## config.mk

```make
export PLATFORM = sky130hd
export DESIGN_NAME = evt_irq_hub
export DESIGN_NICKNAME = d
export VERILOG_FILES = /design/src/rtl/evt_irq_pkg.sv /design/src/rtl/evt_addr_dec.sv /design/src/rtl/evt_status_bank.sv /design/src/rtl/evt_abort_latch.sv /design/src/rtl/evt_irq_hub.sv
export SDC_FILE = /design/constraint.sdc
export NUM_CORES = 1
export LEC_CHECK = 0
export BUFFER_PORTS_ARGS = -buffer_cell sky130_fd_sc_hd__buf_4
export CORE_AREA = 2 2 66 115
export DETAILED_ROUTE_END_ITERATION = 8
export DIE_AREA = 0 0 68 117
export PLACE_DENSITY = 0.73
export SYNTH_ARGS = -nofsm -noshare
export SYNTH_HDL_FRONTEND = slang
export SYNTH_SLANG_ARGS = --single-unit
```

## constraint.sdc

```tcl
create_clock -name clk -period 1.8 [get_ports clk]
set_input_delay 0.18 -clock clk [delete_from_list [all_inputs] [get_ports clk]]
set_output_delay 0.18 -clock clk [all_outputs]
set_load 0.02 [all_outputs]
```

## src/rtl/evt_irq_pkg.sv

```systemverilog
package evt_irq_pkg;

    localparam int NEVT   = 12;
    localparam int ABRT_W = 13;
    localparam int REG_AW = 8;
    localparam int REG_DW = 16;

    localparam int EV_RX_UNDER  = 0;
    localparam int EV_RX_OVER   = 1;
    localparam int EV_RX_FULL   = 2;
    localparam int EV_TX_OVER   = 3;
    localparam int EV_TX_EMPTY  = 4;
    localparam int EV_RD_REQ    = 5;
    localparam int EV_TX_ABRT   = 6;
    localparam int EV_RX_DONE   = 7;
    localparam int EV_ACTIVITY  = 8;
    localparam int EV_STOP_DET  = 9;
    localparam int EV_START_DET = 10;
    localparam int EV_GEN_CALL  = 11;

    localparam logic [NEVT-1:0] LEVEL_BITS =
        NEVT'((1 << EV_RX_FULL) | (1 << EV_TX_EMPTY));

    localparam int unsigned ADR_MSTAT = 'h2C;
    localparam int unsigned ADR_MASK  = 'h30;
    localparam int unsigned ADR_RAW   = 'h34;
    localparam int unsigned ADR_GCLR  = 'h40;
    localparam int unsigned ADR_CAUSE = 'h80;

    typedef enum logic [2:0] {
        SEL_NONE,
        SEL_MSTAT,
        SEL_MASK,
        SEL_RAW,
        SEL_CAUSE,
        SEL_CLR_ONE,
        SEL_CLR_ALL
    } rsel_e;

    // Clear address of each sticky event; zero means none.
    function automatic int unsigned clr_code(int unsigned idx);
        case (idx)
            EV_RX_UNDER:  return 'h44;
            EV_RX_OVER:   return 'h48;
            EV_TX_OVER:   return 'h4C;
            EV_RD_REQ:    return 'h50;
            EV_TX_ABRT:   return 'h54;
            EV_RX_DONE:   return 'h58;
            EV_ACTIVITY:  return 'h5C;
            EV_STOP_DET:  return 'h60;
            EV_START_DET: return 'h64;
            EV_GEN_CALL:  return 'h68;
            default:      return 0;
        endcase
    endfunction

endpackage

```

## src/rtl/evt_addr_dec.sv

```systemverilog
module evt_addr_dec
    import evt_irq_pkg::*;
#(
    parameter int AW = REG_AW
) (
    input  logic            rd_en_i,
    input  logic            wr_en_i,
    input  logic [AW-1:0]   addr_i,
    output rsel_e           rsel_o,
    output logic [NEVT-1:0] clr_o,
    output logic            mask_we_o
);

    logic [NEVT-1:0] hit;
    logic            gclr;

    for (genvar i = 0; i < NEVT; i++) begin : g_hit
        if (clr_code(i) != 0) begin : g_has
            assign hit[i] = (addr_i == AW'(clr_code(i)));
        end else begin : g_none
            assign hit[i] = 1'b0;
        end
    end

    assign gclr = (addr_i == AW'(ADR_GCLR));

    always_comb begin
        rsel_o = SEL_NONE;
        if (|hit)                          rsel_o = SEL_CLR_ONE;
        else if (gclr)                     rsel_o = SEL_CLR_ALL;
        else if (addr_i == AW'(ADR_MSTAT)) rsel_o = SEL_MSTAT;
        else if (addr_i == AW'(ADR_MASK))  rsel_o = SEL_MASK;
        else if (addr_i == AW'(ADR_RAW))   rsel_o = SEL_RAW;
        else if (addr_i == AW'(ADR_CAUSE)) rsel_o = SEL_CAUSE;
    end

    assign clr_o     = rd_en_i ? ((hit | {NEVT{gclr}}) & ~LEVEL_BITS) : '0;
    assign mask_we_o = wr_en_i && (addr_i == AW'(ADR_MASK));

endmodule

```

## src/rtl/evt_status_bank.sv

```systemverilog
module evt_status_bank
    import evt_irq_pkg::*;
(
    input  logic            clk,
    input  logic            rst_n,
    input  logic [NEVT-1:0] evt_i,
    input  logic [NEVT-1:0] clr_i,
    output logic [NEVT-1:0] raw_o,
    output logic [NEVT-1:0] cleared_o
);

    for (genvar i = 0; i < NEVT; i++) begin : g_bit
        if (LEVEL_BITS[i]) begin : g_level
            assign raw_o[i] = evt_i[i];
        end else begin : g_sticky
            logic hold_q;
            always_ff @(posedge clk or negedge rst_n) begin
                if (!rst_n) hold_q <= 1'b0;
                else        hold_q <= evt_i[i] | (hold_q & ~clr_i[i]);
            end
            assign raw_o[i] = hold_q;

            a_r2_sticky_hold: assert property (@(posedge clk) disable iff (!rst_n)
                (hold_q && !clr_i[i]) |=> hold_q);
            a_r6_event_wins: assert property (@(posedge clk) disable iff (!rst_n)
                evt_i[i] |=> hold_q);
            a_r3_clear_drops: assert property (@(posedge clk) disable iff (!rst_n)
                (clr_i[i] && !evt_i[i]) |=> !hold_q);
        end
    end

    assign cleared_o = clr_i & raw_o;

endmodule

```

## src/rtl/evt_abort_latch.sv

```systemverilog
module evt_abort_latch
    import evt_irq_pkg::*;
(
    input  logic              clk,
    input  logic              rst_n,
    input  logic              set_i,
    input  logic              clr_i,
    input  logic [ABRT_W-1:0] cause_i,
    output logic [ABRT_W-1:0] cause_o
);

    logic [ABRT_W-1:0] cause_q;
    logic [ABRT_W-1:0] base;

    assign base = clr_i ? '0 : cause_q;

    always_ff @(posedge clk or negedge rst_n) begin
        if (!rst_n)     cause_q <= '0;
        else if (set_i) cause_q <= base | cause_i;
        else            cause_q <= base;
    end

    assign cause_o = cause_q;

    a_r9_clear_zero: assert property (@(posedge clk) disable iff (!rst_n)
        (clr_i && !set_i) |=> (cause_o == '0));
    a_r9_new_cause_kept: assert property (@(posedge clk) disable iff (!rst_n)
        set_i |=> ((cause_o & $past(cause_i)) == $past(cause_i)));
    a_r9_idle_stable: assert property (@(posedge clk) disable iff (!rst_n)
        (!set_i && !clr_i) |=> $stable(cause_o));

endmodule

```

## src/rtl/evt_irq_hub.sv

```systemverilog
module evt_irq_hub
    import evt_irq_pkg::*;
#(
    parameter int AW = REG_AW,
    parameter int DW = REG_DW
) (
    input  logic              clk,
    input  logic              rst_n,
    input  logic [NEVT-1:0]   evt_in,
    input  logic [ABRT_W-1:0] abrt_cause_in,
    input  logic              rd_en,
    input  logic              wr_en,
    input  logic [AW-1:0]     addr,
    input  logic [NEVT-1:0]   wr_data,
    output logic [DW-1:0]     rd_data,
    output logic              irq
);

    rsel_e             rsel;
    logic [NEVT-1:0]   clr;
    logic              mask_we;
    logic [NEVT-1:0]   raw;
    logic [NEVT-1:0]   cleared;
    logic [NEVT-1:0]   mask_q;
    logic [NEVT-1:0]   masked;
    logic [ABRT_W-1:0] cause;
    logic [DW-1:0]     rd_q;
    logic              irq_q;

    evt_addr_dec #(.AW(AW)) u_dec (
        .rd_en_i   (rd_en),
        .wr_en_i   (wr_en),
        .addr_i    (addr),
        .rsel_o    (rsel),
        .clr_o     (clr),
        .mask_we_o (mask_we)
    );

    evt_status_bank u_bank (
        .clk       (clk),
        .rst_n     (rst_n),
        .evt_i     (evt_in),
        .clr_i     (clr),
        .raw_o     (raw),
        .cleared_o (cleared)
    );

    evt_abort_latch u_abrt (
        .clk     (clk),
        .rst_n   (rst_n),
        .set_i   (evt_in[EV_TX_ABRT]),
        .clr_i   (clr[EV_TX_ABRT]),
        .cause_i (abrt_cause_in),
        .cause_o (cause)
    );

    assign masked = raw & mask_q;

    always_ff @(posedge clk or negedge rst_n) begin
        if (!rst_n)       mask_q <= '0;
        else if (mask_we) mask_q <= wr_data;
    end

    always_ff @(posedge clk or negedge rst_n) begin
        if (!rst_n) irq_q <= 1'b0;
        else        irq_q <= |masked;
    end

    always_ff @(posedge clk or negedge rst_n) begin
        if (!rst_n) begin
            rd_q <= '0;
        end else if (rd_en) begin
            unique case (rsel)
                SEL_MSTAT:   rd_q <= DW'(masked);
                SEL_MASK:    rd_q <= DW'(mask_q);
                SEL_RAW:     rd_q <= DW'(raw);
                SEL_CAUSE:   rd_q <= DW'(cause);
                SEL_CLR_ONE: rd_q <= DW'(|cleared);
                default:     rd_q <= '0;
            endcase
        end
    end

    assign rd_data = rd_q;
    assign irq     = irq_q;

    a_r8_irq_quiet: assert property (@(posedge clk) disable iff (!rst_n)
        (mask_q == '0) |=> !irq);
    a_r7_mask_load: assert property (@(posedge clk) disable iff (!rst_n)
        mask_we |=> (mask_q == $past(wr_data)));
    a_r10_rd_hold: assert property (@(posedge clk) disable iff (!rst_n)
        !rd_en |=> $stable(rd_data));
    a_r5_level_pass: assert property (@(posedge clk) disable iff (!rst_n)
        (raw & LEVEL_BITS) == (evt_in & LEVEL_BITS));

endmodule

```

## Word level (Yosys, flattened, before mapping)

Cells that the tools add are included.

| storage, ports and cells | value |
|---|---|
| register bits after elaboration | 52 |
| output and inout bits | 17 |

| cells by class | value |
|---|---|
| equality and inequality tests | 20 |
| multiplexer cells | 10 |
| bitwise logic cells | 34 |
| reductions and logical operators | 4 |

Operators with widths:

| operator | count |
|---|---|
| $eq 8x7->1 const B | 11 |
| $pmux 13 s5 | 1 |
| $mux 13 | 2 |
| $and 12x12->12 | 2 |
| $eq 8x6->1 const B | 3 |
| $reduce_or 12->1 | 2 |
| $mux 3 | 6 |
| $or 13x13->13 | 1 |
| $mux 12 | 1 |
| $or 12x12->12 | 1 |
| $and 1x1->1 | 10 |
| $not 1->1 | 10 |
| $or 1x1->1 | 10 |
| $reduce_or 10->1 | 1 |
| $eq 8x8->1 const B | 1 |
| $eq 3x2->1 const B | 2 |
| $eq 3x3->1 const B | 2 |
| $eq 3x1->1 const B | 1 |
| $logic_and 1x1->1 | 1 |

## Logic depth before layout (Yosys ltp)

Gate-level depths: netlist (run 1).

| depth | value |
|---|---|
| depth in word-level cells | 9 |
| depth in mapped cells | 7 |
| depth with buffers taken out | 5 |

## Hierarchy

From an unflattened synthesis (run 1), not the netlist that was laid out.

| second synthesis, totals | value |
|---|---|
| cell total of the unflattened synthesis | 302 |
| area total of the unflattened synthesis | 2927.8 sq um |

Modules (own cells, without submodules):

| module | times used | cells an instance | area each (sq um) | sequential area each (sq um) |
|---|---|---|---|---|
| evt_irq_hub | 1 | 143 | 1481.4 | 650.6 |
| evt_abort_latch | 1 | 54 | 548.0 | 325.3 |
| evt_status_bank | 1 | 54 | 540.5 | 250.2 |
| evt_addr_dec | 1 | 51 | 357.8 | 0.0 |

## Worst setup path before layout (run 1)

OpenSTA, ideal clock, no wires.

| timing | value |
|---|---|
| path kind | input -> register |
| start point | input addr[5] |
| end point | register u_abrt.cause_q[10], in the netlist u_abrt.cause_o[10] |
| setup time | 121 ps |
| arrival time | 1363 ps |
| required time | 1679 ps |
| slack | 315 ps |
| cell stages on the path | 6 |
| path buffers | 3 |
| path through | buf_6 > nand4bb_1 > or3_1 > buf_2 > buf_6 > a22o_1 |

| on the way | value |
|---|---|
| word-level cells in the longest chain between the ends | 6 |

Ends and longest elaborated chain:

| item | RTL line | RTL |
|---|---|---|
| from (decl) | evt_irq_hub.sv:13 | `input logic [AW-1:0] addr,` |
| $eq 8x7->1, on equally long branches | evt_addr_dec.sv:19, evt_addr_dec.sv:25 |  |
| $or 12x12->12 * | evt_addr_dec.sv:37 | `assign clr_o = rd_en_i ? ((hit \| {NEVT{gclr}}) & ~LEVEL_BITS) : '0;` |
| $mux 12 * | evt_addr_dec.sv:37 |  |
| $mux 13 * | evt_abort_latch.sv:15 | `assign base = clr_i ? '0 : cause_q;` |
| $or 13x13->13 | evt_abort_latch.sv:19 | `else if (set_i) cause_q <= base \| cause_i;` |
| $mux 13 * | evt_abort_latch.sv:19 |  |
| to (signal assigned) | evt_abort_latch.sv:19 |  |
| to (signal assigned) | evt_abort_latch.sv:20 | `else cause_q <= base;` |
| to (decl) | evt_abort_latch.sv:12 | `logic [ABRT_W-1:0] cause_q;` |

Mark *: on every way between the ends. The rest lies on a longest branch, timed or not.
A chain may end at the register's enable or synchronous reset.

## Worst setup path in the final report (run 1)

| timing | value |
|---|---|
| start point | input addr[7] |
| end point | register rd_q[0], in the netlist rd_data[0] |

| on the way | value |
|---|---|
| word-level cells in the longest chain between the ends | 9 |

Ends and longest elaborated chain:

| item | RTL line | RTL |
|---|---|---|
| $eq 8x8->1 | evt_addr_dec.sv:34 | `else if (addr_i == AW'(ADR_CAUSE)) rsel_o = SEL_CAUSE;` |
| $mux 3 | evt_addr_dec.sv:34 |  |
| $mux 3 | evt_addr_dec.sv:33 | `else if (addr_i == AW'(ADR_RAW)) rsel_o = SEL_RAW;` |
| $mux 3 | evt_addr_dec.sv:32 | `else if (addr_i == AW'(ADR_MASK)) rsel_o = SEL_MASK;` |
| $mux 3 | evt_addr_dec.sv:31 | `else if (addr_i == AW'(ADR_MSTAT)) rsel_o = SEL_MSTAT;` |
| $mux 3 | evt_addr_dec.sv:30 | `else if (gclr) rsel_o = SEL_CLR_ALL;` |
| $mux 3 | evt_addr_dec.sv:29 | `if (\|hit) rsel_o = SEL_CLR_ONE;` |
| $eq 3x3->1, or another cell as far along | evt_irq_hub.sv:73 | `unique case (rsel)` |
| $pmux 13 s5 * | evt_irq_hub.sv:73 |  |
| to (signal assigned) | evt_irq_hub.sv:74 | `SEL_MSTAT: rd_q <= DW'(masked);` |
| to (signal assigned) | evt_irq_hub.sv:75 | `SEL_MASK: rd_q <= DW'(mask_q);` |
| to (signal assigned) | evt_irq_hub.sv:76 | `SEL_RAW: rd_q <= DW'(raw);` |
| to (decl) | evt_irq_hub.sv:27 | `logic [DW-1:0] rd_q;` |

Marks and branches as above.

==> out/qor.yml, run 1 <==
vias_per_cell: 5.60
hold_ws_ns: 0.0669
fill_cells: 660
layout_commonest_cell: "buf_4"
grt_max_degree: 50
synth-seq-cells: 49
use_met2_pct: 38.2
dp.cells: 390
cts_setup_buffers: 0
fin_skew_ns: 0.00200
die_area_um2: 7960
gr-total-overflow: 0
power.leakage_nw: 1.62
portBuffers: 62
status: "finished, final reports clean"
initial_utilization_pct: 38.4
max-slew-margin-rel_pct: 58.1
place_congestion: 0.947
die_h_um: 117
post-dp-hpwl_mm: 5.65
first_pass_iters: 4
cts_buffers: 5
fmaxAchievable_mhz: 651
grt_pass1_wl_mm: 11.9
postLayoutCellArea_um2: 3450
fp-row-count: 41
syn_inst: 244
grt-busiest-layer: "met2"
cts.clk_slew.worst_paths_ns: 0.06
rsz0062_at_grt: "no"
ir_worst_vdd_mv: 0.588
cellPowerDensity_nw_per_um2: 682
placed_area_um2: 3310
fin_crit_sh_pct: 85.3
synth_area_um2: 2720
ys_warn_count: 0
period_minus_slack_ns: 1.54
drc: 0
synth_ff_type: "dfrtp_1"
fin_cells: 398
synth_cell_types: 53
slew_viol_final: 0
synthToLayoutAreaGrowth_pct: 27.0
io_pins: 66
cp-end-kind: "register"
power_mw: 2.35
clk_latency_ns: 0.28
cts_tree: "built"
startpoint_type: "primary input"
yosysSeqAreaShare_pct: 45.1
grt_usage_pct: 20.5
setup_viol: 0
drt-initial-drc-count: 127
core_area_um2: 7080
hold_violations: 0
chipWidth_um: 68
use_met1_pct: 21.6
pre_cts_ws_ns: -0.0152
avgSynthCellArea_um2: 11.1
worstPathMaxFanout: 4
cts_max_path_buffers: 2
max_slew.worst_pin.slew_ns: 0.628
register_area_um2: 1230
cts_htree_levels: 2
synth-edff-count: 0
wl_per_cell_um: 18.9
drv_cap: 0
wl_mm: 7.53
cts.sinks: 49
antenna_cells: 0
multi_input_area_um2: 1310
path_class: "primary input to register"
drive_gt1_share_pct: 36.2
arrival_ns: 1.73
required_ns: 1.99
antenna_found_initial: 0
met3_usage_pct: 2.77
setup_ws_ns: 0.265
clockRootBuffer: "clkbuf_16"
final_cell_mix: "75 x buf_4, 49 x dfrtp_1, 26 x a22o_1, 19 x a21o_1, 16 x inv_1"
synthArstFlopShare_pct: 100
grt_pass1_vias: 2400
vias: 2229
hp-class: "primary input to register"
ant_nets: 0
layout.nets: 361
[per-layer routing]
| metal | vias up | share of wire [%] |
|---|---|---|
| met5 | - | 0 |
| met4 | 0 | 3.6 |
| met3 | 17 | 3.6 |
| met2 | 61 | 57 |
| met1 | 1122 | 36 |
| li1 | 1029 | - |
[power breakdown]
group | internal [mW] | total [mW] | switching [mW]
Combinational | 0.147 | 0.297 | 0.149
Clock | 0.511 | 0.909 | 0.398
Sequential | 1.13 | 1.15 | 0.0224
[registers in the layout (all words and copies together), names as in the netlist]
register,cells
rd_data,13
mask_q,12
irq,1
u_bank.g_bit.g_sticky.hold_q,10
u_abrt.cause_o,13
[cells in the mapped netlist (2+ instances only)]
cell,count,area share (%)
a21o_1,19,5.2
a21oi_1,12,2.2
a221oi_1,3,0.97
a22o_1,26,8.4
a22oi_1,2,0.55
a31o_2,2,0.64
a31oi_1,3,0.69
and3_1,2,0.46
and4_1,2,0.64
and4b_1,2,0.74
buf_2,9,1.7
buf_4,3,0.83
buf_6,5,2.1
clkbuf_1,2,0.28
dfrtp_1,49,45
inv_1,16,2.2
mux2_1,2,0.83
mux2_4,10,5.5
nand2_1,10,1.4
nand2b_1,2,0.46
nand3_1,6,1.1
nand3b_1,2,0.55
nor2_1,5,0.69
nor2b_1,4,0.92
nor3_1,3,0.55
nor3_2,2,0.74
nor3b_2,2,0.92
o21a_1,2,0.55
o21ai_1,2,0.37
o22ai_2,10,4.6
or3_1,2,0.46
xor2_1,2,0.64
[metrics by stage]
step	util (%)	setup TNS, ns
floorplan	-	0
global placement	46.7	-0.104
detailed placement	46.7	-0.103
CTS	48.8	0
global route	48.8	0
finish	48.8	0
[worst max-delay path: stages]
cell	delay (ns)
buf_4	0.11
nand4bb_1	0.25
buf_4	0.20
nor3_1	0.35
o31ai_1	0.18
and4b_1	0.22
o32ai_2	0.25
[kinds of logic after synthesis]
group / Yosys count / share of synthesized area [%]
simple gates: 53 / 13.1
flops: 49 / 45.1
mux: 13 / 6.72
buf+inv: 36 / 7.18
xor+xnor: 3 / 0.966
compound gates: 89 / 26.9
other cells: 1 / 0.138
[layout make-up]
type | instances | area share (%)
Clock buffer | 6 | 3.73
Clock inverter | 1 | 0.254
Inverter | 17 | 1.85
Multi-Input combinational cell | 161 | 37.8
Sequential cell | 49 | 35.5
Tap cell | 86 | 3.11
Timing Repair Buffer | 78 | 17.7
[final timing paths]
| check | from | endpoint | slack (ns) | depth (start not counted) |
|---|---|---|---|---|
| max in group asynchronous | rst_n | rd_data[3]$_DFFE_PN0P_ | 0.93 | 2 |
| worst min-delay path | evt_in[1] | u_bank.g_bit[1].g_sticky.hold_q$_DFF_PN0_ | 0.07 | 2 |
| worst max-delay path | addr[7] | rd_data[0]$_DFFE_PN0P_ | 0.26 | 7 |
| worst max register to register | u_bank.g_bit[3].g_sticky.hold_q$_DFF_PN0_ | rd_data[0]$_DFFE_PN0P_ | 0.27 | 5 |
| worst min register to register | u_abrt.cause_o[5]$_DFF_PN0_ | u_abrt.cause_o[5]$_DFF_PN0_ | 0.50 | 1 |
| min in group asynchronous | rst_n | u_abrt.cause_o[12]$_DFF_PN0_ | 0.45 | 2 |
[what timing repair did]
action,in CTS,in global routing
gates resized for setup,0,0
hold endpoints to repair,49,0
hold buffers,1,0
Power figures use the tool's default switching activity.
==> run 2, diff against run 1 <==
Settings changed: SETUP_SLACK_MARGIN set to 0.3.
==> out/qor.yml, run 2 (synthesized netlist as in run 1, its figures left out) <==
cpLargestDelayFamily: "simple AND/OR/NAND/NOR gates"
cts_max_path_buffers: 2
max_slew.worst_pin.slew_ns: 0.633
drt-initial-drc-count: 127
cts.clk_slew.worst_paths_ns: 0.06
max-slew-margin-rel_pct: 57.8
cp-end-kind: "register"
hold_violations: 0
grt_pass1_wl_mm: 11.9
antenna_found_initial: 0
ir_worst_vdd_mv: 0.591
path_class: "register to register"
synthToLayoutAreaGrowth_pct: 28.7
register_area_um2: 1230
io_pins: 66
placed_area_um2: 3310
grt_pass1_vias: 2399
multi_input_area_um2: 1340
cpMaxStageDelayCell: "dfrtp_1"
layout.nets: 363
cts.sinks: 49
hold_ws_ns: 0.0666
slew_viol_final: 0
fill_cells: 662
drc: 0
post-dp-hpwl_mm: 5.65
power.leakage_nw: 1.64
gr-total-overflow: 0
layout_commonest_cell: "buf_4"
wl_mm: 7.60
portBuffers: 62
startpoint_type: "register"
wl_per_cell_um: 19.0
hp-class: "primary input to register"
period_minus_slack_ns: 1.53
cts_tree: "built"
worstPathMaxFanout: 2
antenna_cells: 0
cts_htree_levels: 2
path_buf_inv: 0
die_area_um2: 7960
arrival_ns: 1.73
power_mw: 2.36
fmaxAchievable_mhz: 652
clockRootBuffer: "clkbuf_16"
fin_skew_ns: 0.00222
required_ns: 1.99
fin_util_pct: 49.5
fin_crit_sh_pct: 85.2
chipWidth_um: 68
ant_nets: 0
setup_viol: 0
cts_buffers: 5
drv_cap: 0
initial_utilization_pct: 38.4
grt_max_degree: 50
final_cell_mix: "77 x buf_4, 49 x dfrtp_1, 26 x a22o_1, 19 x a21o_1, 16 x inv_1"
status: "finished, final reports clean"
fp-row-count: 41
first_pass_iters: 4
vias_per_cell: 5.60
rsz0062_at_grt: "yes"
grt_usage_pct: 20.5
max_stage_delay_ns: 0.36
die_h_um: 117
core_area_um2: 7080
place_congestion: 0.947
cellPowerDensity_nw_per_um2: 674
clk_latency_ns: 0.29
drive_gt1_share_pct: 37.9
vias: 2239
worstPathCellList: "or3b_1, a31oi_1, o31ai_2, and4b_1, o32ai_2"
postLayoutCellArea_um2: 3500
==> run 2: changes by cell type in the layout (fill, tap and decap cells not counted), sizes merged <==
cell	previous run	this run
buf	77	79
==> run 2: worst register-to-register path: cells and delay by family (launching register included) <==
family             cells  cell delay (ns)
and+or+nand+nor        2             0.58
DFF                    1             0.36
AOI/OAI and AO/OA      3             0.50
==> run 2: per-layer routing <==
metal  track usage, %  share of wire, %
met2             38.2                57
met5                0                 0
met1             21.7                35
met4             10.1               3.8
met3             2.77               3.8
==> run 2: path summary, 6_finish.rpt <==
kind | startpoint | to | slack, ns | cells after the start
max reg2reg | u_bank.g_bit[8].g_sticky.hold_q$_DFF_PN0_ | rd_data[0]$_DFFE_PN0P_ | 0.27 | 5
max in group asynchronous | rst_n | rd_data[4]$_DFFE_PN0P_ | 0.92 | 2
min | evt_in[1] | u_bank.g_bit[1].g_sticky.hold_q$_DFF_PN0_ | 0.07 | 2
min in group asynchronous | rst_n | u_abrt.cause_o[12]$_DFF_PN0_ | 0.45 | 2
min reg2reg | u_abrt.cause_o[5]$_DFF_PN0_ | u_abrt.cause_o[5]$_DFF_PN0_ | 0.50 | 1
max | u_bank.g_bit[8].g_sticky.hold_q$_DFF_PN0_ | rd_data[0]$_DFFE_PN0P_ | 0.27 | 5
==> run 2: final cells by class <==
cell class | instances | area share [%]
multi-input cells | 161 | 38.2
clock inverters | 1 | 0.250
inverters | 17 | 1.82
well taps | 86 | 3.07
repair buffers | 80 | 17.9
flip-flops and latches | 49 | 35.0
clock buffers | 6 | 3.68
==> run 2: metrics by stage <==
| step | instances | setup slack, ns | setup TNS (ns) |
|---|---|---|---|
| finish | 400 | 0.266 | 0 |
| floorplan | 246 | 0.315 | 0 |
| CTS | 398 | 0.296 | 0 |
| detailed placement | 390 | -0.0152 | -0.103 |
| global placement | 390 | -0.0145 | -0.104 |
| global route | 400 | 0.225 | 0 |
==> run 2: where the power goes <==
group          internal, mW  switching (mW)
clock                 0.511           0.398
combinational         0.150           0.153
sequential             1.13          0.0223
total                  1.79           0.573
==> run 2: repair_timing <==
| item | CTS | global route |
|---|---|---|
| endpoints found under the setup margin | 12 | 5 |
| buffers inserted | 0 | 2 |
| endpoints found under the hold margin | 49 | 0 |
| pin swaps | 1 | 5 |
| hold buffers | 1 | 0 |
| cloned | 0 | 0 |
| resized for setup | 2 | 4 |
